### config.mk
export PLATFORM = sky130hd
export DESIGN_NAME = boot_cmd_decoder
export DESIGN_NICKNAME = d
export VERILOG_FILES = /design/src/rtl/boot_cmd_pkg.sv /design/src/rtl/boot_win_decode.sv /design/src/rtl/boot_id_writer.sv /design/src/rtl/boot_page_loader.sv /design/src/rtl/boot_cmd_decoder.sv
export SDC_FILE = /design/constraint.sdc
export NUM_CORES = 1
export LEC_CHECK = 0
export ABC_CLOCK_PERIOD_IN_PS = 4100
export BUFFER_PORTS_ARGS = -buffer_cell sky130_fd_sc_hd__buf_2
export CAP_MARGIN = 5
export CORE_ASPECT_RATIO = 0.75
export CORE_MARGIN = 1
export CORE_UTILIZATION = 47
export DETAILED_ROUTE_END_ITERATION = 10
export PLACE_DENSITY = 0.85
export SYNTH_ARGS = -nofsm -noshare
export SYNTH_HDL_FRONTEND = slang
export SYNTH_SLANG_ARGS = --single-unit
export TNS_END_PERCENT = 50
### constraint.sdc
create_clock -name clk -period 4.1 [get_ports clk]
set_input_delay 0.205 -clock clk [delete_from_list [all_inputs] [get_ports clk]]
set_output_delay 0.205 -clock clk [all_outputs]
set_load 0.02 [all_outputs]
### src/rtl/boot_cmd_pkg.sv
package boot_cmd_pkg;

  localparam logic [15:0] CMD_WARM    = 16'h00F0;
  localparam logic [15:0] CMD_ARM     = 16'h00E0;
  localparam logic [15:0] CMD_IDENT   = 16'h0090;
  localparam logic [15:0] CMD_CONFIRM = 16'h0000;

  typedef enum logic [1:0] {
    ACT_NONE,
    ACT_WARM,
    ACT_ARM,
    ACT_IDENT
  } cmd_act_e;

  function automatic cmd_act_e decode_unarmed(input logic [15:0] d);
    case (d)
      CMD_WARM:  decode_unarmed = ACT_WARM;
      CMD_ARM:   decode_unarmed = ACT_ARM;
      CMD_IDENT: decode_unarmed = ACT_IDENT;
      default:   decode_unarmed = ACT_NONE;
    endcase
  endfunction

endpackage

### src/rtl/boot_win_decode.sv
module boot_win_decode #(
  parameter int ADDR_W  = 16,
  parameter int NUM_WIN = 2,
  parameter logic [NUM_WIN*ADDR_W-1:0] WIN_LO = {16'h8000, 16'h0000},
  parameter logic [NUM_WIN*ADDR_W-1:0] WIN_HI = {16'h800F, 16'h01FF}
) (
  input  logic [ADDR_W-1:0] addr,
  output logic              hit
);

  logic [NUM_WIN-1:0] hit_vec;

  for (genvar i = 0; i < NUM_WIN; i++) begin : g_win
    localparam logic [ADDR_W-1:0] LO   = WIN_LO[i*ADDR_W +: ADDR_W];
    localparam logic [ADDR_W-1:0] SPAN = WIN_HI[i*ADDR_W +: ADDR_W] - LO;
    logic [ADDR_W-1:0] offs;
    assign offs       = addr - LO;
    assign hit_vec[i] = (offs <= SPAN);
  end

  assign hit = |hit_vec;

endmodule

### src/rtl/boot_id_writer.sv
module boot_id_writer #(
  parameter int          DATA_W = 16,
  parameter logic [15:0] MFR_ID = 16'h00EC,
  parameter logic [15:0] DEV_ID = 16'h0040,
  parameter int          WORDS  = 3
) (
  input  logic                     clk,
  input  logic                     rst_n,
  input  logic                     start,
  input  logic [7:0]               wp_lo,
  output logic                     busy,
  output logic                     bw_en,
  output logic [$clog2(WORDS)-1:0] bw_idx,
  output logic [DATA_W-1:0]        bw_data
);

  localparam int IDX_W = $clog2(WORDS);
  localparam logic [IDX_W-1:0] LAST = IDX_W'(WORDS - 1);

  logic             act_q, act_d;
  logic [IDX_W-1:0] idx_q, idx_d;
  logic [7:0]       wp_q, wp_d;
  logic [7:0]       byte_sel;

  always_comb begin
    act_d = act_q;
    idx_d = idx_q;
    wp_d  = wp_q;
    if (start) begin
      act_d = 1'b1;
      idx_d = '0;
      wp_d  = wp_lo;
    end else if (act_q) begin
      if (idx_q == LAST) begin
        act_d = 1'b0;
      end else begin
        idx_d = idx_q + 1'b1;
      end
    end
  end

  always_ff @(posedge clk or negedge rst_n) begin
    if (!rst_n) begin
      act_q <= 1'b0;
      idx_q <= '0;
      wp_q  <= '0;
    end else begin
      act_q <= act_d;
      idx_q <= idx_d;
      wp_q  <= wp_d;
    end
  end

  always_comb begin
    case (idx_q)
      IDX_W'(0): byte_sel = MFR_ID[7:0];
      IDX_W'(1): byte_sel = DEV_ID[7:0];
      default:   byte_sel = wp_q;
    endcase
  end

  assign busy    = act_q;
  assign bw_en   = act_q;
  assign bw_idx  = idx_q;
  assign bw_data = {{(DATA_W-8){1'b0}}, byte_sel};

  // identification words go out in order, one per cycle
  p_id_step_r7: assert property (@(posedge clk) disable iff (!rst_n)
    (bw_en && bw_idx != LAST && !start) |=> (bw_en && bw_idx == $past(bw_idx) + 1'b1));

  // only a low byte is ever written
  p_id_hi_zero_r7: assert property (@(posedge clk) disable iff (!rst_n)
    bw_en |-> (bw_data[DATA_W-1:8] == '0));

endmodule

### src/rtl/boot_page_loader.sv
module boot_page_loader #(
  parameter int BLK_W  = 16,
  parameter int PAGE_W = 8,
  parameter int STEP   = 4
) (
  input  logic              clk,
  input  logic              rst_n,
  input  logic              start,
  input  logic              clear,
  input  logic              page_set,
  input  logic [PAGE_W-1:0] page_val,
  input  logic [BLK_W-1:0]  blk_in,
  input  logic              ack,
  output logic              req,
  output logic [BLK_W-1:0]  blk,
  output logic [PAGE_W-1:0] page
);

  localparam logic [PAGE_W-1:0] STEP_V = PAGE_W'(STEP);

  logic              req_q, req_d;
  logic [BLK_W-1:0]  blk_q, blk_d;
  logic [PAGE_W-1:0] page_q, page_d;

  always_comb begin
    req_d  = req_q;
    blk_d  = blk_q;
    page_d = page_q;
    if (req_q) begin
      if (ack) begin
        req_d  = 1'b0;
        page_d = page_q + STEP_V;
      end
    end else if (clear) begin
      page_d = '0;
    end else if (start) begin
      req_d = 1'b1;
      blk_d = blk_in;
    end else if (page_set) begin
      page_d = page_val;
    end
  end

  always_ff @(posedge clk or negedge rst_n) begin
    if (!rst_n) begin
      req_q  <= 1'b0;
      blk_q  <= '0;
      page_q <= '0;
    end else begin
      req_q  <= req_d;
      blk_q  <= blk_d;
      page_q <= page_d;
    end
  end

  assign req  = req_q;
  assign blk  = blk_q;
  assign page = page_q;

  // request and its address hold until acknowledged
  p_req_hold_r5: assert property (@(posedge clk) disable iff (!rst_n)
    (req && !ack) |=> (req && $stable(page) && $stable(blk)));

  // acknowledge ends the request and steps the page
  p_page_step_r5: assert property (@(posedge clk) disable iff (!rst_n)
    (req && ack) |=> (!req && page == $past(page) + STEP_V));

endmodule

### src/rtl/boot_cmd_decoder.sv
module boot_cmd_decoder
  import boot_cmd_pkg::*;
#(
  parameter int          ADDR_W = 16,
  parameter int          DATA_W = 16,
  parameter int          PAGE_W = 8,
  parameter int          STEP   = 4,
  parameter int          WORDS  = 3,
  parameter logic [15:0] MFR_ID = 16'h00EC,
  parameter logic [15:0] DEV_ID = 16'h0040
) (
  input  logic                     clk,
  input  logic                     rst_n,
  input  logic                     wr_en,
  input  logic [ADDR_W-1:0]        wr_addr,
  input  logic [DATA_W-1:0]        wr_data,
  input  logic [7:0]               wp_lo,
  input  logic [DATA_W-1:0]        blk_addr,
  input  logic                     page_set,
  input  logic [PAGE_W-1:0]        page_val,
  input  logic                     ld_ack,
  output logic                     warm_rst,
  output logic                     bw_en,
  output logic [$clog2(WORDS)-1:0] bw_idx,
  output logic [DATA_W-1:0]        bw_data,
  output logic                     ld_req,
  output logic [DATA_W-1:0]        ld_blk,
  output logic [PAGE_W-1:0]        ld_page
);

  localparam int NUM_WIN = 2;

  logic     win_hit, id_busy, busy, accept;
  logic     armed_q, armed_d, warm_q, warm_d;
  logic     id_start, ld_start, page_set_ok;
  cmd_act_e act;

  boot_win_decode #(
    .ADDR_W (ADDR_W),
    .NUM_WIN(NUM_WIN),
    .WIN_LO ({ADDR_W'(16'h8000), ADDR_W'(16'h0000)}),
    .WIN_HI ({ADDR_W'(16'h800F), ADDR_W'(16'h01FF)})
  ) u_win (
    .addr(wr_addr),
    .hit (win_hit)
  );

  assign busy   = ld_req | id_busy;
  assign accept = wr_en & win_hit & ~busy;
  assign act    = decode_unarmed(16'(wr_data));

  always_comb begin
    armed_d  = armed_q;
    warm_d   = 1'b0;
    id_start = 1'b0;
    ld_start = 1'b0;
    if (accept) begin
      if (armed_q) begin
        armed_d  = 1'b0;
        ld_start = (16'(wr_data) == CMD_CONFIRM);
      end else begin
        case (act)
          ACT_WARM:  begin warm_d = 1'b1; armed_d = 1'b0; end
          ACT_ARM:   armed_d  = 1'b1;
          ACT_IDENT: id_start = 1'b1;
          default:   ;
        endcase
      end
    end
  end

  always_ff @(posedge clk or negedge rst_n) begin
    if (!rst_n) begin
      armed_q <= 1'b0;
      warm_q  <= 1'b0;
    end else begin
      armed_q <= armed_d;
      warm_q  <= warm_d;
    end
  end

  assign warm_rst    = warm_q;
  assign page_set_ok = page_set & ~ld_req;

  boot_id_writer #(
    .DATA_W(DATA_W),
    .MFR_ID(MFR_ID),
    .DEV_ID(DEV_ID),
    .WORDS (WORDS)
  ) u_id (
    .clk    (clk),
    .rst_n  (rst_n),
    .start  (id_start),
    .wp_lo  (wp_lo),
    .busy   (id_busy),
    .bw_en  (bw_en),
    .bw_idx (bw_idx),
    .bw_data(bw_data)
  );

  boot_page_loader #(
    .BLK_W (DATA_W),
    .PAGE_W(PAGE_W),
    .STEP  (STEP)
  ) u_ld (
    .clk     (clk),
    .rst_n   (rst_n),
    .start   (ld_start),
    .clear   (warm_d),
    .page_set(page_set_ok),
    .page_val(page_val),
    .blk_in  (blk_addr),
    .ack     (ld_ack),
    .req     (ld_req),
    .blk     (ld_blk),
    .page    (ld_page)
  );

  // a reset request always comes with a cleared page and no armed state
  p_warm_clears_r2: assert property (@(posedge clk) disable iff (!rst_n)
    warm_rst |-> (ld_page == '0 && !armed_q));

  // writes during an outstanding load cannot raise a reset
  p_no_warm_busy_r9: assert property (@(posedge clk) disable iff (!rst_n)
    ld_req |=> !warm_rst);

  // load and identification activity never overlap
  p_exclusive_r9: assert property (@(posedge clk) disable iff (!rst_n)
    !(bw_en && ld_req));

  // arming only follows an idle, unarmed decoder
  p_arm_from_idle_r3: assert property (@(posedge clk) disable iff (!rst_n)
    $rose(armed_q) |-> !$past(busy));

endmodule

Yosys cells after proc, flatten, opt, wreduce, memory -nomap -nowiden
Index checks and enable logic that the tools add are counted.
Word-level totals
  flip-flop bits (word level): 38
  logic and storage cells: 66
Operators by class
  $add $sub $neg: 3
  $lt $le $gt $ge: 2
  equality and inequality tests: 11
  muxes and demuxes: 27
  bitwise operators: 7
  reduce and logical (&&, ||, !) cells: 8
Operators with widths (count)
  $eq 16x8->1 const B: 3
  $mux 8: 5
  $mux 1: 17
  $le 16x4->1 const B: 1
  $le 16x9->1 const B: 1
  $logic_not 16->1: 1
  $pmux 8 s2: 1
  $sub 16x16->16 const B: 1
  $add 8x3->8 const B: 1
  $eq 2x2->1 const B: 3
  $mux 2: 3
  $pmux 2 s3: 1
  $reduce_and 3->1: 2
  $eq 2x1->1 const B: 2
  $ne 2x2->1 const B: 2
  $and 1x1->1: 3
  $ne 3x2->1 const B: 1
  $not 1->1: 3
  $reduce_bool 3->1: 1
  $add 2x1->2 const B: 1
  $logic_not 2->1: 1
  $reduce_and 2->1: 1
  $reduce_bool 2->1: 1
  $reduce_or 2->1: 1
  $or 1x1->1: 1

Logic depth before layout (Yosys ltp)
Gate-level depths: netlist (run 1).
  depth in word-level cells: 9
  gate-level depth with buffers: 8
  mapped depth without buffers: 7

Cells and area by module
A second synthesis (run 1) with hierarchy kept.
Second synthesis, totals
  cells, all modules: 169
  area, all modules: 1915.6 µm²
By module, submodules not included
  boot_page_loader: times used 1, cells an instance 92, area an instance 1099.8 µm²
  boot_id_writer: times used 1, cells an instance 52, area an instance 614.3 µm²
  boot_cmd_decoder: times used 1, cells an instance 20, area an instance 166.4 µm²
  boot_win_decode: times used 1, cells an instance 5, area an instance 35.0 µm²

Worst setup path after synthesis (run 1)
No wires, ideal clock.
  path type: input to register
  start: input port wr_data[10]
  end: register u_id.wp_q[0]
  library setup time: 0.125 ns
  data arrival time: 2.092 ns
  required time: 3.975 ns
  slack: 1.883 ns
  stages on the path: 5
  path buffers: 1
  cells stage by stage: or4_4 or4b_1 nor4b_2 buf_6 mux2_4
Between the ends
  cells in the longest elaborated chain, start to end: 6
Ends and longest elaborated chain
  from (decl): RTL line boot_cmd_decoder.sv:16  | input logic [DATA_W-1:0] wr_data,
  $eq 16x8->1: RTL line boot_cmd_pkg.sv:16  | case (d)
  $pmux 2 s3 (*): RTL line boot_cmd_pkg.sv:16
  $eq 2x2->1 (*): RTL line boot_cmd_decoder.sv:62  | case (act)
  $mux 1 (*): RTL line boot_cmd_decoder.sv:62
  $mux 1 (*): RTL line boot_cmd_decoder.sv:58  | if (armed_q) begin
  $mux 1 (*): RTL line boot_cmd_decoder.sv:57  | if (accept) begin
  to (signal assigned): RTL line boot_id_writer.sv:50  | wp_q <= wp_d;
  to (decl): RTL line boot_id_writer.sv:22  | logic [7:0] wp_q, wp_d;
Every way passes the cells marked *; elsewhere a longest branch is shown, timed or not.
A chain may end at the register's enable or synchronous reset.

Worst setup path in the final report (run 1)
  start: register u_ld.req_q (netlist: u_ld.req)
  end: register u_ld.page_q[7] (netlist: u_ld.page[7])
Between the ends
  cells in the longest elaborated chain, start to end: 6
Ends and longest elaborated chain
  from (decl): RTL line boot_page_loader.sv:21  | logic req_q, req_d;
  from (signal assigned): RTL line boot_page_loader.sv:50  | req_q <= req_d;
  $or 1x1->1: RTL line boot_cmd_decoder.sv:48  | assign busy = ld_req | id_busy;
  $not 1->1: RTL line boot_cmd_decoder.sv:49  | assign accept = wr_en & win_hit & ~busy;
  $and 1x1->1: RTL line boot_cmd_decoder.sv:49
  $mux 1: RTL line boot_cmd_decoder.sv:57
  $ne 3x2->1 (no line) (tied with other cells)
  $reduce_and 3->1 (no line) or $mux 8 (tied branches)
  to (signal assigned): RTL line boot_page_loader.sv:52  | page_q <= page_d;
  to (decl): RTL line boot_page_loader.sv:23  | logic [PAGE_W-1:0] page_q, page_d;
Several ways; a longest one is shown, not always the timed one.

==> impl_metrics.yaml, run 1 <==
clock_network:
  cts_tree: "yes"
  cts.repair.resized: 0
  clock_latency_ns: 0.30
  cts_hold_buf: 0
  postCtsSetupBuffers: 0
  cts.clk_slew.worst_paths_ns: 0.08
  cts-htree-levels: 2
  clock_tree.buffer_depth: 2
  cts_buffers: 5
  cts-root-buf: "clkbuf_8"
  cts.sinks: 38
route:
  wl_met3_um: 369
  via_count: 1672
  drt_iter0_drc: 52
  m1WireLength_um: 1880
  routed_wl_um: 4280
  wl_per_cell_um: 13.1
  vias_per_cell: 5.11
  dr.max_layer_used: "met4"
  drc_errors: 0
  ant_nets: 0
  firstDrtPassIters: 4
  wl_met2_um: 1980
synthesis:
  yosys.area_share.simple_pct: 17.3
  synth-xor-area-share_pct: 0.449
  synth_cells: 171
  synth_top_family_by_area: "simple AND/OR/NAND/NOR gates"
  synth-edff-count: 0
  synth_area_leaders: "dfrtp_1 49%, mux2_2 9.8%, mux2_4 5.4%"
  ys.flop_type: "dfrtp_1"
  synth_compound_area_share_pct: 9.05
  synthDominantCellAreaShare_pct: 48.8
  synthAdderAreaFrac_pct: 2.57
  yosysWarnings: 0
  synth-seq-cells: 38
  synthTopCellsByCount: "38 x dfrtp_1, 17 x mux2_2, 11 x nor2_1"
  synth_top_area_cell: "dfrtp_1"
  yosysSeqAreaShare_pct: 48.8
  syn_area_sq_mm: 0.00195
  synth_mux_area_share_pct: 15.7
  synthArstFlopShare_pct: 100
  synth_cell_type_count: 45
  syn_area_per_cell_sq_um: 11.4
  synth_most_common_cell: "dfrtp_1"
setup_path:
  crit_arrival_ns: 2.90
  cp-end-kind: "register"
  crit_path_max_incr_delay_ns: 0.82
  path_delay_family: "simple AND/OR/NAND/NOR gates"
  cp_max_fo: 23
  crit_chain: "nor4_1 -> and4b_1 -> and4_1 -> nand2b_1 -> nor2_1 -> a221o_1"
  crit_type: "register to register"
  cp.required_ns: 4.29
  cp-start-kind: "register"
  cp.buffers_inverters: 0
  cp_slowest_cell: "and4_1"
timing:
  max_slew.worst_pin.slew_ns: 0.914
  slew_headroom_pct: 39.1
  finalSetupViolations: 0
  final.setup.worst_slack_ns: 1.39
  period_share_pct: 66.0
  max_freq_mhz: 369
  slew_viol_final: 0
  hold_viol: 22
  hold-worst-slack_ns: -0.0164
  finClkSkew_ns: 0.0124
  fin_crit_ns: 2.71
  rsz0062_at_grt: "no"
  setup_tns_ns: 0
global_routing:
  gr-usage-all-layers_pct: 21.2
  first_global_vias: 1651
  grt_overflow: 0
  antenna_found_initial: 0
  grt_pass1_wl_um: 7250
  grt_start_max_net_pins: 39
placement:
  io_buffers: 101
  place_ws_ns: 1.36
  hpwl_um: 3260
  gp_congestion: 0.799
  placed_cells: 319
die:
  core-area_sq_mm: 0.00380
  die_w_um: 76.4
  design.die.area_sq_mm: 0.00441
  die_h_um: 57.8
  io_pins: 114
  initial_utilization_pct: 51.3
  fp-row-count: 19
hold_path:
  hold_class: "input pin to async pin"
power_and_ir_drop:
  switching_share_pct: 22.7
  power_per_cell_area_mw_per_mm2: 330
  p_int_mw: 0.664
  switchingPower_mw: 0.195
  p_comb_share_pct: 9.8
  vdd_drop_max_uv: 222
  seqPwrFrac_pct: 45.5
  leakage_nw: 1.48
  power.share.clock_pct: 44.8
layout:
  syn2layout_area_growth_pct: 33.5
  fin_nets: 347
  final_cells: 327
  drive_above_1_share_pct: 49.8
  fin_util_pct: 68.4
  antennaDiodeCount: 0
run_status:
  failed_checks: "negative hold slack"
  outcome: "finished, violations left"
run:
  maxCapViolations: 0
## cells by family after synthesis
| group | count (synthesis) |
|---|---|
| multiplexers | 25 |
| XOR/XNOR | 1 |
| AND/OR/NAND/NOR | 57 |
| buffers and inverters | 20 |
| adder cells (fa/ha/maj) | 4 |
| flip-flops | 38 |
| other | 1 |
| AO/OA/AOI/OAI | 25 |
## final cells by class
| class | count | area [sq um] |
|---|---|---|
| Timing Repair Buffer | 102 | 513 |
| Inverter | 7 | 26.3 |
| Tap cell | 52 | 65.1 |
| Multi-Input combinational cell | 120 | 910 |
| Sequential cell | 38 | 951 |
| Clock buffer | 5 | 68.8 |
| Fill cell | 326 | 1200 |
| Clock inverter | 3 | 68.8 |
## placed cells by master, fill, tap and decap left out, types with 2 or more instances in the layout
master and instances:
a22o_1 3, mux2_2 17, and2_1 3, a21o_1 5, mux2_4 7, inv_1 7, nor4_1 2, bufinv_16 2
conb_1 8, ha_1 4, nand2b_1 3, or4_1 3, nor3_1 4, or4_4 2, buf_2 101, nor2b_1 5
dfrtp_1 38, nand4_1 4, nand2_1 7, a221o_1 2, nor2_1 11, nand3_1 4, a21oi_1 2, o21ai_0 5
clkbuf_8 5
## per-stage QoR
stage	hold slack [ns]	total power, mW	area, sq um
after CTS	0.0214	0.863	2600
after detailed placement	0.349	0.482	2460
after floorplan	-0.0906	0.437	1980
final	-0.0164	0.859	2600
after global routing	0.0551	0.892	2600
after global placement	0.349	0.479	2460
## flip-flops by register name, summed over array words and instances, names as in the netlist
signal,count
u_ld.blk,16
u_id.wp_q,8
u_ld.page,8
u_id.bw_idx,2
armed_q,1
u_id.busy,1
u_ld.req,1
warm_rst,1
## layer usage
metal / global-route usage [%] / up-vias
li1: - / 805
met3: 9.13 / 6
met5: 0 / -
met2: 35.8 / 69
met1: 24.8 / 792
met4: 6.59 / 0
## power groups by stage
stage               Clock (mW)  Combinational [mW]  Sequential, mW
floorplan                    0              0.0326           0.405
global placement             0              0.0821           0.397
detailed placement           0              0.0845           0.398
CTS                      0.388              0.0848           0.390
global route             0.407              0.0934           0.392
finish                   0.384              0.0840           0.390
## worst paths after layout
path | slack (ns) | to | cells past startpoint | from
worst min-delay path | -0.02 | u_ld.page[0] | 1 | rst_n
worst max-delay path | 1.39 | u_ld.page[7] | 6 | u_ld.req
min in group clk | 0.13 | u_ld.blk[11] | 2 | blk_addr[11]
worst min register to register | 0.50 | u_ld.page[1] | 1 | u_ld.page[1]
max in group asynchronous | 3.60 | u_id.wp_q[2] | 1 | rst_n
worst max register to register | 1.39 | u_ld.page[7] | 6 | u_ld.req
Power figures use the tool's default switching activity.
==> run 2: changes to the inputs <==
ABC_CLOCK_PERIOD_IN_PS = 2700   (was 4100)
CORE_UTILIZATION = 43   (was 47)
PLACE_DENSITY = 0.79   (was 0.85)
clock period = 2.7 ns   (was 4.1 ns; I/O delays follow)
==> run 2 against run 1 <==
Against the previous run: the run now ends clean; largest power group unchanged; final area grew 0.14%; clock power grew 24%; wire length shrank 4.1%; critical path type unchanged; worst hold slack gained 0.10 ns; die area grew 9.0%; sequential share of layout area shrank 0.053 points.
==> impl_metrics.yaml, run 2 (synthesized netlist as in run 1, its figures left out) <==
setup_path:
  r2r-start: "u_ld.req"
  cp_slowest_cell: "and4_1"
  crit_path_max_incr_delay_ns: 0.48
  cp-start-kind: "register"
  cp_max_fo: 13
  rr_worst_depth: 5
  cp.required_ns: 2.86
  crit_type: "register to register"
  cp-end-kind: "register"
  crit_chain: "nor4_1 -> and4b_1 -> and4_1 -> buf_4 -> mux2_2"
  reg2reg_to: "u_ld.blk[4]"
  rrSetupSlack_ns: 0.54
  crit_arrival_ns: 2.32
timing:
  slew_headroom_pct: 45.0
  period_share_pct: 80.1
  setup_tns_ns: 0
  hold_viol: 0
  max_slew.worst_pin.slew_ns: 0.825
  finalSetupViolations: 0
  finClkSkew_ns: 0.00348
  slew_viol_final: 0
  fin_crit_ns: 2.16
  max_freq_mhz: 463
  hold-worst-slack_ns: 0.0833
  rsz0062_at_grt: "no"
power_and_ir_drop:
  vdd_drop_max_uv: 301
  leakage_nw: 1.48
  p_int_mw: 0.935
  power_per_cell_area_mw_per_mm2: 460
  switchingPower_mw: 0.265
  p_comb_share_pct: 10.7
  power.share.clock_pct: 39.9
  seqPwrFrac_pct: 49.4
  switching_share_pct: 22.1
  finalPower_mw: 1.20
run_status:
  outcome: "finished, final reports clean"
die:
  io_pins: 114
  design.die.area_sq_mm: 0.00481
  initial_utilization_pct: 46.4
  die_h_um: 60.3
  fp-row-count: 20
  core-area_sq_mm: 0.00420
  die_w_um: 79.7
global_routing:
  first_global_vias: 1581
  use_met3_pct: 5.34
  grt_pass1_wl_um: 6770
  antenna_found_initial: 0
  grt_overflow: 0
  use_met2_pct: 31.0
  gr-usage-all-layers_pct: 18.5
  busiest_layer: "met2"
  grtUsageMet1_pct: 23.4
  grt_start_max_net_pins: 39
clock_network:
  clock_tree.buffer_depth: 2
  cts.sinks: 38
  cts_buffers: 5
  cts_tree: "yes"
  cts-root-buf: "clkbuf_8"
  cts-htree-levels: 2
  postCtsSetupBuffers: 0
  clock_latency_ns: 0.27
  cts.clk_slew.worst_paths_ns: 0.07
route:
  wl_per_cell_um: 12.4
  vias_per_cell: 4.99
  routed_wl_um: 4110
  drt_iter0_drc: 33
  via_count: 1658
  drc_errors: 0
  firstDrtPassIters: 4
  ant_nets: 0
layout:
  fin_nets: 350
  fin_util_pct: 62.0
  largest_register_ffs: 16
  layout_common_cells: "101 x buf_2, 38 x dfrtp_1, 17 x mux2_2, 11 x nor2_1, 8 x conb_1"
  antennaDiodeCount: 0
  final_cell_area_sq_mm: 0.00261
  syn2layout_area_growth_pct: 33.7
  drive_above_1_share_pct: 49.8
  layout_commonest_cell: "buf_2"
hold_path:
  hold_class: "input pin to register"
  min_from: "page_val[0]"
  whs_path_depth: 2
  whs_endpoint: "u_ld.page[0]"
run:
  maxCapViolations: 0
placement:
  gp_congestion: 0.832
  placed_cell_area_sq_mm: 0.00248
  hpwl_um: 3120
  io_buffers: 101
==> run 2: cell types whose count changed in the layout (fill, tap and decap cells not counted) <==
cell	previous run	this run
buf_4	1	3
bufinv_16	2	1
clkbuf_8	5	6
clkinv_4	1	0
dlygate4sd3_1	0	1
==> run 2: how the worst max path moves through the flow <==
stage          cells past startpoint  slack, ns      endpoint   startpoint
3_3_place_gp                       6       0.35  u_id.wp_q[7]  wr_data[10]
4_1_cts                            5       0.50  u_ld.blk[11]     u_ld.req
2_1_floorplan                      5       0.55  u_id.wp_q[0]  wr_data[10]
5_1_grt                            5       0.34   u_ld.blk[1]     u_ld.req
3_5_place_dp                       6       0.37  u_id.wp_q[7]  wr_data[10]
6_report                           5       0.54   u_ld.blk[4]     u_ld.req
==> run 2: per-layer routing <==
| metal | vias to the layer above | routed length (um) |
|---|---|---|
| li1 | 811 | - |
| met5 | - | 0 |
| met1 | 782 | 1960 |
| met4 | 0 | 7 |
| met2 | 63 | 1850 |
| met3 | 2 | 292 |
==> run 2: worst max-delay path, delay by kind of cell (launching register included) <==
family / cells / cell delay [ns]
buffers and inverters: 1 / 0.30
and+or+nand+nor: 3 / 1.00
muxes: 1 / 0.35
DFF: 1 / 0.38
==> run 2: power groups by stage <==
| stage | clock network [mW] | logic (mW) | registers [mW] |
|---|---|---|---|
| floorplan | 0 | 0.0494 | 0.615 |
| detailed placement | 0 | 0.127 | 0.603 |
| global route | 0.520 | 0.145 | 0.595 |
| global placement | 0 | 0.125 | 0.603 |
| finish | 0.478 | 0.128 | 0.593 |
| CTS | 0.494 | 0.129 | 0.593 |
==> run 2: cell type report <==
class	instances	area, sq um
Fill cell	368	1600
Clock buffer	6	82.6
Clock inverter	1	30.0
Timing Repair Buffer	105	538
Sequential cell	38	951
Inverter	7	26.3
Multi-Input combinational cell	120	910
Tap cell	55	68.8
==> run 2: metrics by stage <==
step           cells  worst slack (ns)
6_report         332             0.538
5_1_grt          332             0.341
4_1_cts          332             0.503
3_3_place_gp     324             0.352
3_5_place_dp     324             0.370
2_1_floorplan    178             0.553
==> run 2: timing repair <==
| item | 4_1_cts | 5_1_grt |
|---|---|---|
| hold endpoints to repair | 38 | 0 |
| hold buffers | 1 | 0 |
| gates resized for setup | 0 | 0 |
